`config.mk`:
```
export PLATFORM = sky130hd
export DESIGN_NAME = decade_pulse_router
export DESIGN_NICKNAME = d
export VERILOG_FILES = /design/src/rtl/dpg_pkg.sv /design/src/rtl/dpg_sync_edge.sv /design/src/rtl/dpg_decade_div.sv /design/src/rtl/dpg_oneshot.sv /design/src/rtl/decade_pulse_router.sv
export SDC_FILE = /design/constraint.sdc
export NUM_CORES = 1
export LEC_CHECK = 0
export ABC_AREA = 1
export BUFFER_PORTS_ARGS = -buffer_cell sky130_fd_sc_hd__buf_4
export CORE_ASPECT_RATIO = 1.2
export CORE_MARGIN = 2
export CORE_UTILIZATION = 50
export CTS_BUF_LIST = sky130_fd_sc_hd__clkbuf_4 sky130_fd_sc_hd__clkbuf_8
export DETAILED_ROUTE_END_ITERATION = 10
export PLACE_DENSITY = 0.66
export SLEW_MARGIN = 20
export SYNTH_ARGS = -nofsm -noshare
export SYNTH_HDL_FRONTEND = slang
export SYNTH_SLANG_ARGS = --single-unit
```
`constraint.sdc`:
```
create_clock -name clk_i -period 4.3 [get_ports clk_i]
set_input_delay 0.43 -clock clk_i [delete_from_list [all_inputs] [get_ports clk_i]]
set_output_delay 0.43 -clock clk_i [all_outputs]
set_load 0.02 [all_outputs]
```
`src/rtl/dpg_pkg.sv`:
```
package dpg_pkg;

    typedef enum logic {
        OS_IDLE = 1'b0,
        OS_HOLD = 1'b1
    } os_state_e;

    // Integer power used to build the divisor table at elaboration.
    function automatic longint unsigned ipow(input int unsigned base, input int unsigned e);
        longint unsigned acc;
        acc = 1;
        for (int unsigned i = 0; i < e; i++) begin
            acc = acc * base;
        end
        return acc;
    endfunction

endpackage

```
`src/rtl/dpg_sync_edge.sv`:
```
module dpg_sync_edge #(
    parameter int STAGES = 2
) (
    input  logic clk_i,
    input  logic rst_ni,
    input  logic d_i,
    output logic lvl_o,
    output logic rise_o
);

    // STAGES synchroniser flops plus one history flop for the edge detector.
    logic [STAGES:0] sh_q;

    always_ff @(posedge clk_i or negedge rst_ni) begin
        if (!rst_ni) begin
            sh_q <= '0;
        end else begin
            sh_q <= {sh_q[STAGES-1:0], d_i};
        end
    end

    always_comb begin
        lvl_o  = sh_q[STAGES-1];
        rise_o = sh_q[STAGES-1] & ~sh_q[STAGES];
    end

    // a detected edge lasts one cycle only.
    p_rise_single_r2: assert property (@(posedge clk_i) disable iff (!rst_ni)
        rise_o |=> !rise_o);

endmodule

```
`src/rtl/dpg_decade_div.sv`:
```
module dpg_decade_div #(
    parameter int CNT_W = 8
) (
    input  logic             clk_i,
    input  logic             rst_ni,
    input  logic             clr_i,
    input  logic             rise_i,
    input  logic [CNT_W-1:0] term_i,
    output logic             tick_o
);

    logic [CNT_W-1:0] cnt_q;
    logic             at_term;

    always_comb begin
        at_term = (cnt_q >= term_i);
        tick_o  = rise_i && !clr_i && at_term;
    end

    always_ff @(posedge clk_i or negedge rst_ni) begin
        if (!rst_ni) begin
            cnt_q <= '0;
        end else if (clr_i) begin
            cnt_q <= '0;
        end else if (rise_i) begin
            if (at_term) begin
                cnt_q <= '0;
            end else begin
                cnt_q <= cnt_q + 1'b1;
            end
        end
    end

    // the count never passes the terminal value of the selected decade.
    p_cnt_range_r3: assert property (@(posedge clk_i) disable iff (!rst_ni)
        !clr_i |-> (cnt_q <= term_i));

endmodule

```
`src/rtl/dpg_oneshot.sv`:
```
module dpg_oneshot #(
    parameter int PULSE_CYCLES = 100
) (
    input  logic clk_i,
    input  logic rst_ni,
    input  logic clr_i,
    input  logic trig_i,
    output logic pulse_o
);

    import dpg_pkg::*;

    localparam int              PW_W = (PULSE_CYCLES > 1) ? $clog2(PULSE_CYCLES) : 1;
    localparam logic [PW_W-1:0] LOAD = PW_W'(PULSE_CYCLES - 1);

    os_state_e       state_q, state_d;
    logic [PW_W-1:0] rem_q, rem_d;

    // State register.
    always_ff @(posedge clk_i or negedge rst_ni) begin
        if (!rst_ni) begin
            state_q <= OS_IDLE;
            rem_q   <= '0;
        end else begin
            state_q <= state_d;
            rem_q   <= rem_d;
        end
    end

    // Transitions: arm, expire, abort.
    always_comb begin
        state_d = state_q;
        rem_d   = rem_q;
        if (clr_i) begin
            state_d = OS_IDLE;
            rem_d   = '0;
        end else begin
            unique case (state_q)
                OS_IDLE: begin
                    if (trig_i) begin
                        state_d = OS_HOLD;
                        rem_d   = LOAD;
                    end
                end
                OS_HOLD: begin
                    if (rem_q == '0) begin
                        state_d = OS_IDLE;
                    end else begin
                        rem_d = rem_q - 1'b1;
                    end
                end
            endcase
        end
    end

    // Outputs.
    always_comb begin
        pulse_o = (state_q == OS_HOLD);
    end

    // Run-length tracker used only by the checks below.
    logic [PW_W:0] hi_run_q;

    always_ff @(posedge clk_i or negedge rst_ni) begin
        if (!rst_ni) begin
            hi_run_q <= '0;
        end else if (pulse_o) begin
            hi_run_q <= hi_run_q + 1'b1;
        end else begin
            hi_run_q <= '0;
        end
    end

    // a pulse never outlasts its width.
    p_width_max_r4: assert property (@(posedge clk_i) disable iff (!rst_ni)
        pulse_o |-> (hi_run_q < (PW_W+1)'(PULSE_CYCLES)));

    // an unaborted pulse is not cut short.
    p_width_min_r4: assert property (@(posedge clk_i) disable iff (!rst_ni)
        (pulse_o && !clr_i && (hi_run_q < (PW_W+1)'(PULSE_CYCLES - 1))) |=> pulse_o);

    // a pulse only starts from a trigger seen in the previous cycle.
    p_start_trig_r6: assert property (@(posedge clk_i) disable iff (!rst_ni)
        $rose(pulse_o) |-> $past(trig_i));

endmodule

```
`src/rtl/decade_pulse_router.sv`:
```
module decade_pulse_router #(
    parameter int RADIX        = 10,
    parameter int MIN_EXP      = 2,
    parameter int NUM_SEL      = 7,
    parameter int PULSE_CYCLES = 100,
    parameter int SYNC_STAGES  = 2,
    localparam int SEL_W       = (NUM_SEL > 1) ? $clog2(NUM_SEL) : 1
) (
    input  logic             clk_i,
    input  logic             rst_ni,
    input  logic             if_sq_i,
    input  logic             ref_sq_i,
    input  logic [SEL_W-1:0] dec_sel_i,
    input  logic             phase_mode_i,
    output logic             cnt_a_o,
    output logic             cnt_b_o
);

    localparam longint unsigned MAX_DIV = dpg_pkg::ipow(RADIX, MIN_EXP + NUM_SEL - 1);
    localparam int              CNT_W   = (MAX_DIV > 2) ? $clog2(MAX_DIV) : 1;
    localparam int              N_CH    = 2;   // channel 0: measurement, channel 1: reference

    // Terminal values, one per decade setting.
    logic [CNT_W-1:0] term_tab [NUM_SEL];

    for (genvar g = 0; g < NUM_SEL; g++) begin : g_term
        assign term_tab[g] = CNT_W'(dpg_pkg::ipow(RADIX, MIN_EXP + g) - 1);
    end

    logic [SEL_W-1:0] sel_eff;
    logic [CNT_W-1:0] term_sel;
    logic [SEL_W-1:0] sel_q;
    logic             sel_chg;

    always_comb begin
        if (int'(dec_sel_i) >= NUM_SEL) begin
            sel_eff = SEL_W'(NUM_SEL - 1);
        end else begin
            sel_eff = dec_sel_i;
        end
        term_sel = term_tab[sel_eff];
        sel_chg  = (dec_sel_i != sel_q);
    end

    always_ff @(posedge clk_i or negedge rst_ni) begin
        if (!rst_ni) begin
            sel_q <= '0;
        end else begin
            sel_q <= dec_sel_i;
        end
    end

    logic [N_CH-1:0] raw_vec, lvl_vec, rise_vec, tick_vec, pulse_vec;

    assign raw_vec = {ref_sq_i, if_sq_i};

    // Two identical chains, so both channels share division and latency.
    for (genvar ch = 0; ch < N_CH; ch++) begin : g_chan
        dpg_sync_edge #(
            .STAGES (SYNC_STAGES)
        ) u_sync (
            .clk_i  (clk_i),
            .rst_ni (rst_ni),
            .d_i    (raw_vec[ch]),
            .lvl_o  (lvl_vec[ch]),
            .rise_o (rise_vec[ch])
        );

        dpg_decade_div #(
            .CNT_W (CNT_W)
        ) u_div (
            .clk_i  (clk_i),
            .rst_ni (rst_ni),
            .clr_i  (sel_chg),
            .rise_i (rise_vec[ch]),
            .term_i (term_sel),
            .tick_o (tick_vec[ch])
        );

        dpg_oneshot #(
            .PULSE_CYCLES (PULSE_CYCLES)
        ) u_shot (
            .clk_i   (clk_i),
            .rst_ni  (rst_ni),
            .clr_i   (sel_chg),
            .trig_i  (tick_vec[ch]),
            .pulse_o (pulse_vec[ch])
        );
    end

    // Counter routing.
    always_comb begin
        if (phase_mode_i) begin
            cnt_a_o = pulse_vec[0];
            cnt_b_o = pulse_vec[1];
        end else begin
            cnt_a_o = lvl_vec[0];
            cnt_b_o = lvl_vec[1];
        end
    end

    // a selection change leaves both one-shots idle after the next edge.
    p_clear_r8: assert property (@(posedge clk_i) disable iff (!rst_ni)
        sel_chg |=> (pulse_vec == '0));

endmodule

```
==> summary.md, run 1 <==
| Metric | Value |
|---|---|
| Status | `completed` |
| Util after Layout | `0.554` |
| Critical Path Start Type | `input pin` |
| GRT Resource Usage Total | `0.224` |
| Number of synthesized flops with an enable pin | `0` |
| Number of cells after detailed placement | `913` |
| Switching pwr | `0.388 mW` |
| Largest net degree at the start of global routing | `80` |
| Fin. Hold Viols | `0` |
| LEAKAGE | `2.92 nW` |
| Synth Instances | `758` |
| # fillers | `1,115` |
| Drt first pass iters | `5` |
| Diode count | `0` |
| Worst slew margin | `0.486` |
| GP Congestion | `0.911` |
| Largest family of logic cells by synthesized area | `simple AND/OR/NAND/NOR gates` |
| H-Tree Depth | `3` |
| GRT overflow | `0` |
| Synth area leader | `dfrtp_1` |
| GR peak layer | `met2` |
| Post-Route Skew | `0.0107 ns` |
| Total die area | `0.0129 mm²` |
| Multiplexer share of the synthesized area | `0.00750` |
| Num rows | `43` |
| Fraction of layout cells with a size suffix above 1 | `0.113` |
| Async S/R FF share, synth | `1.00` |
| Dpl cell area | `0.00621 mm²` |
| TritonCTS clock tree | `yes` |
| M1 GR Usage | `0.281` |
| Vias per cell | `5.55` |
| Deepest clock path buffer count | `2` |
| Final Cell Area | `0.00643 mm²` |
| Hold buffers post-CTS | `0` |
| Total wire length | `13,800 µm` |
| Part of the power in combinational logic | `0.092` |
| Detailed placement HPWL | `10,400 µm` |
| Tcrit/Tclk final | `0.737` |
| FMAX | `316 MHz` |
| Setup Viol. Count Final | `0` |
| Resized cells post-CTS | `0` |
| Synth Area in Compound Gates | `0.120` |
| Drt wl/cell | `14.9 µm` |
| Crit path required time | `4.55 ns` |
| Setup crit end kind | `flip-flop` |
| Drt drc | `0` |
| Vias | `5,157` |
| First-pass GRT wire length | `23,300 µm` |
| RSZ-0062 raised after global routing | `false` |
| Setup TNS | `0 ns` |
| Die X | `104 µm` |
| Sequential Power Share | `0.495` |
| Total of max-cap violations | `0` |
| Commonest non-fill, non-tap cell in the layout | `nand2_1` |
| IO Count | `10` |
| Yosys reg bits | `79` |
| Cell Area, Synth | `0.00601 mm²` |
| Synth area leaders | `dfrtp_1 (33%), ha_1 (12%), nand2_1 (10%)` |
| Kind of critical path | `in -> reg` |
| Grt met2 use | `0.388` |
| Setup slack after layout | `1.13 ns` |
| Clock root buffer | `clkbuf_8` |
| Period minus WS final | `3.17 ns` |
| Non-Filler Instances | `929` |
| Core ar. | `0.0116 mm²` |
| Hold WC Path Type | `in -> async` |
| Cell Pwr Density | `236 mW/mm²` |
| Pre-CTS setup slack | `0.787 ns` |
| NumNets Final | `832` |
| Layout area overhead | `7.15%` |
| Post-route ant nets | `0` |
| Die Height | `124 µm` |
| Crit-path max FO | `17` |
| Vias in the first global route | `4,972` |
| Clock transition at the registers of the reported paths | `0.08 ns` |
| Max VDD drop | `142 µV` |
| Num Clock Sinks | `79` |
| Number of port buffers | `9` |
| Slew Viols, Final | `0` |
| Synth cell types | `47` |
| Starting Density | `0.517` |
| Sw Share | `0.256` |
| Syn Area/Cell | `7.92 µm²` |
| Worst Path Arrival | `3.42 ns` |
| Share of Yosys cell area claimed by the top area cell type | `0.329` |
| Synth warnings | `0` |
| Met3 Usage GRT | `0.0324` |
| Synth Area in Adders | `0.119` |
| XOR/XNOR Fraction of Synth Area | `0.0540` |
| Int Power | `1.13 mW` |
| Clk pwr share | `0.414` |
| CTS Buf Count | `9` |
| Post-CTS Setup Inserts | `0` |
| Initial DRC count | `284` |
| Commonest non-fill, non-tap cells in the layout | `nand2_1 (166), dfrtp_1 (79), inv_1 (77)` |
| Primary FF master, synth | `dfrtp_1` |
| Simple-gate portion of the synthesized area | `0.305` |
| Worst-skew pair later-pin latency | `0.36 ns` |
| Initial antenna violation count | `0` |
| Sequential-to-total area share from yosys stat | `0.329` |
| Syn_nets | `823` |
| Slew @ Worst Pin | `0.772 ns` |
registers in the layout, summed over array words and instances (netlist names):
name / count
g_chan.u_div.cnt_q: 54
g_chan.u_shot.pulse_o: 2
sel_q: 3
g_chan.u_sync.sh_q: 6
g_chan.u_shot.rem_q: 14
cell families after synthesis:
family	after synthesis
xor+xnor	37
buf+inv	98
flops	79
compound gates	106
simple gates	379
fa+ha+maj	57
mux	2
area by class of cell:
class                      instances  area (µm²)  area share
clock buffer                      11         139      0.0216
sequential                        79        1980       0.307
multi-input combinational        581        3630       0.564
timing repair buffer              12        93.8      0.0146
tap                              157         196      0.0305
inverter                          84         315      0.0490
clock inverter                     5        81.3      0.0126
per-stage QoR:
stage                     power [mW]  hold WS (ns)
after floorplan                0.855         0.134
after global placement         0.900         0.340
after detailed placement       0.905         0.343
after CTS                       1.53         0.162
after global routing            1.58         0.160
final                           1.52         0.101
cells in the mapped netlist, drive strengths merged (4+ instances only):
master / instances
xnor2: 10
o22ai: 17
o31ai: 12
nand4: 35
o21ai: 35
nor4: 4
a22o: 4
dfrtp: 79
nand3: 54
nor3: 23
nand2: 179
xor2: 27
buf: 7
ha: 57
inv: 84
nor2: 76
a21oi: 27
clkbuf: 6
power by group through the flow:
stage	combinational [mW]	sequential [mW]	clock (mW)
2_1_floorplan	0.0903	0.764	0
3_3_place_gp	0.135	0.765	0
3_5_place_dp	0.140	0.765	0
4_1_cts	0.140	0.750	0.642
5_1_grt	0.158	0.751	0.671
6_report	0.139	0.750	0.627
worst paths after layout:
kind,startpoint,end,slack (ns),cells after the start
setup / recovery,dec_sel_i[2],g_chan[0].u_shot.rem_q[1],1.13,19
hold / removal,rst_ni,g_chan[0].u_div.cnt_q[3],0.10,1
setup reg to reg,sel_q[1],g_chan[0].u_div.cnt_q[17],1.95,10
hold reg to reg,g_chan[1].u_sync.sh_q[0],g_chan[1].u_sync.sh_q[1],0.36,0
max in group asynchronous,rst_ni,g_chan[1].u_div.cnt_q[23],3.65,1
min in group clk_i,if_sq_i,g_chan[0].u_sync.sh_q[0],0.18,1
worst max-delay path, cell delays in order:
cell and delay (ns):
buf_4 0.18, nand2_4 0.19, inv_1 0.06, nor2_1 0.21
inv_1 0.15, ha_1 0.29, or2_2 0.29, ha_1 0.32
nand2_1 0.06, nor2_1 0.13, nand3_1 0.10, nand3_1 0.12
nand3_1 0.14, nand4_4 0.22, nand2_1 0.15, nand2_4 0.15
nand2_4 0.08, nand3_1 0.08, nand2_1 0.05
metal layers:
metal / wire, µm / vias to the layer above
met5: 0 / -
met4: 313 / 0
met3: 437 / 26
met2: 6770 / 105
met1: 6310 / 2455
li1: - / 2571
Power figures use the tool's default switching activity.
==> run 2: changes to the inputs <==
PLACE_DENSITY = 0.68   (was 0.66)
clock period = 2.5 ns   (was 4.3 ns; I/O delays follow)
==> summary.md, run 2 (same netlist as run 1, synthesis figures left out) <==
| Metric | Value |
|---|---|
| Status | `completed` |
| Commonest non-fill, non-tap cell in the layout | `nand2_1` |
| Clock root buffer | `clkbuf_8` |
| Switching pwr | `0.712 mW (+83%)` |
| Total power | `2.87 mW (+89%)` |
| Clock transition at the registers of the reported paths | `0.08 ns (about the same)` |
| Fin. Hold Viols | `0 (unchanged)` |
| Post-route ant nets | `0 (unchanged)` |
| Drt wl/cell | `15.0 µm (+0.95%)` |
| Fraction of layout cells with a size suffix above 1 | `0.172 (+0.0595)` |
| Cell count of the worst reg-to-reg path | `8 (-2)` |
| Worst Path Arrival | `2.62 ns (-0.80 ns)` |
| RSZ-0062 raised after global routing | `false` |
| First-pass GRT wire length | `24,500 µm (+5.0%)` |
| Die X | `104 µm (unchanged)` |
| Worst slew margin | `0.620 (+0.134)` |
| Diode count | `0 (unchanged)` |
| Post-CTS Setup Inserts | `0 (unchanged)` |
| Num rows | `43 (unchanged)` |
| Max VDD drop | `263 µV (+85%)` |
| IO Count | `10 (unchanged)` |
| Worst-skew pair later-pin latency | `0.37 ns (about the same)` |
| GRT overflow | `0 (unchanged)` |
| NumNets Final | `867 (+4.2%)` |
| TritonCTS clock tree | `yes` |
| Deepest clock path buffer count | `2 (unchanged)` |
| Hold WC Path Type | `in -> reg` |
| Critical Path Start | `dec_sel_i[1]` |
| Sequential Power Share | `0.449 (-0.046)` |
| Initial antenna violation count | `0 (unchanged)` |
| Starting Density | `0.517 (unchanged)` |
| Slew Viols, Final | `0 (unchanged)` |
| Tcrit/Tclk final | `0.943` |
| Kind of critical path | `in -> reg` |
| Period minus WS final | `2.36 ns` |
| Drt first pass iters | `4 (-1)` |
| Largest regs | `g_chan.u_div.cnt_q: 54 flops, g_chan.u_shot.rem_q: 14 flops, g_chan.u_sync.sh_q: 6 flops` |
| Clk pwr share | `0.448 (+0.034)` |
| Num Clock Sinks | `79 (unchanged)` |
| Drt drc | `0 (unchanged)` |
| Initial DRC count | `365 (+29%)` |
| LEAKAGE | `3.13 nW (+7.2%)` |
| Slew @ Worst Pin | `0.569 ns (-0.202 ns)` |
| CTS Buf Count | `9 (unchanged)` |
| Largest net degree at the start of global routing | `44 (-45%)` |
| Total wire length | `14,500 µm (+4.8%)` |
| Total of max-cap violations | `0 (unchanged)` |
| Biggest register | `g_chan.u_div.cnt_q` |
| H-Tree Depth | `3 (unchanged)` |
| Critical Path Start Type | `input pin` |
| Hold path depth | `2` |
| Layout area overhead | `14.9%` |
| Die Height | `124 µm (unchanged)` |
| Part of the power in combinational logic | `0.103 (+0.011)` |
| Worst Hold Launch | `dec_sel_i[0]` |
| FMAX | `424 MHz` |
| Crit path required time | `2.76 ns (-1.79 ns)` |
| Commonest non-fill, non-tap cells in the layout | `nand2_1 (162), dfrtp_1 (79), inv_1 (75)` |
| Vias per cell | `5.57 (+0.39%)` |
| Max FFs per register | `54 (unchanged)` |
| Setup crit end kind | `flip-flop` |
| Final hold slack | `0.113 ns (+0.0119 ns)` |
| Post-Route Skew | `0.0114 ns (+0.000643 ns)` |
| Int Power | `2.16 mW (+91%)` |
| Setup Viol. Count Final | `0 (unchanged)` |
| Sw Share | `0.248 (-0.00798)` |
| Detailed placement HPWL | `11,100 µm (+6.8%)` |
| GP Congestion | `0.862 (-5.4%)` |
| Reg2reg start | `g_chan[1].u_div.cnt_q[0]` |
| Number of port buffers | `9 (unchanged)` |
| Vias in the first global route | `5,114 (+2.9%)` |
| Crit-path max FO | `8 (-9)` |
| Dpl cell area | `0.00657 mm² (+5.8%)` |
| Final Cell Area | `0.00690 mm² (+7.2%)` |
| Total die area | `0.0129 mm² (unchanged)` |
| GRT Resource Usage Total | `0.237 (+0.0126)` |
| Core ar. | `0.0116 mm² (unchanged)` |
| Cell Pwr Density | `416 mW/mm² (+77%)` |
| Vias | `5,372 (+4.2%)` |
run 2: critical path: stages:
cell	delay, ns
buf_4	0.14
nand2_8	0.07
inv_4	0.03
nor2_4	0.14
inv_2	0.09
ha_4	0.21
or2_4	0.27
ha_4	0.27
nand2_2	0.05
nor2_2	0.11
and3_1	0.19
nand3b_1	0.08
nand3b_1	0.10
nor2_2	0.06
nand2_4	0.10
nand2_2	0.08
nand2_4	0.12
nand2_4	0.11
nand3_1	0.10
nand2_1	0.05
run 2: power groups by stage:
stage                     logic, mW  registers [mW]  clock network, mW
after floorplan               0.169            1.31                  0
after global placement        0.278            1.32                  0
after detailed placement      0.287            1.32                  0
after CTS                     0.292            1.29               1.31
after global routing          0.329            1.29               1.36
final                         0.295            1.29               1.29
run 2: through the flow:
step / setup slack, ns / setup TNS [ns] / instances / util
floorplan: -0.0645 / -0.691 / 758 / -
global placement: -0.199 / -9.76 / 944 / 0.566
detailed placement: -0.310 / -14.67 / 944 / 0.566
CTS: 0.0608 / 0 / 963 / 0.591
global route: 0.00683 / 0 / 964 / 0.594
finish: 0.143 / 0 / 964 / 0.594
run 2: area by class of cell:
cell class | instances | area (µm²)
flip-flops and latches | 79 | 1980
repair buffers | 46 | 390
fillers | 1062 | 4720
inverters | 84 | 318
clock inverters | 7 | 145
clock buffers | 9 | 124
multi-input cells | 582 | 3750
well taps | 157 | 196
run 2: layer usage:
layer  up-vias  wire length, µm  track usage
met1      2576             6330        0.300
met3        17              670       0.0445
met5         -                0            0
li1       2654                -            -
met4         0              192       0.0591
met2       125             7290        0.419
run 2: final timing paths:
| kind | end | slack (ns) |
|---|---|---|
| hold reg to reg | g_chan[0].u_sync.sh_q[1] | 0.35 |
| setup / recovery | g_chan[1].u_shot.rem_q[4] | 0.14 |
| max in group asynchronous | g_chan[0].u_div.cnt_q[26] | 1.49 |
| hold / removal | sel_q[0] | 0.11 |
| min in group asynchronous | g_chan[1].u_div.cnt_q[19] | 0.40 |
| setup reg to reg | g_chan[1].u_div.cnt_q[20] | 0.27 |
run 2: repair_timing:
| action | 4_1_cts | 5_1_grt |
|---|---|---|
| resized for setup | 0 | 7 |
| endpoints found under the hold margin | 38 | 0 |
| hold buffers | 3 | 0 |
| endpoints found under the setup margin | 0 | 27 |
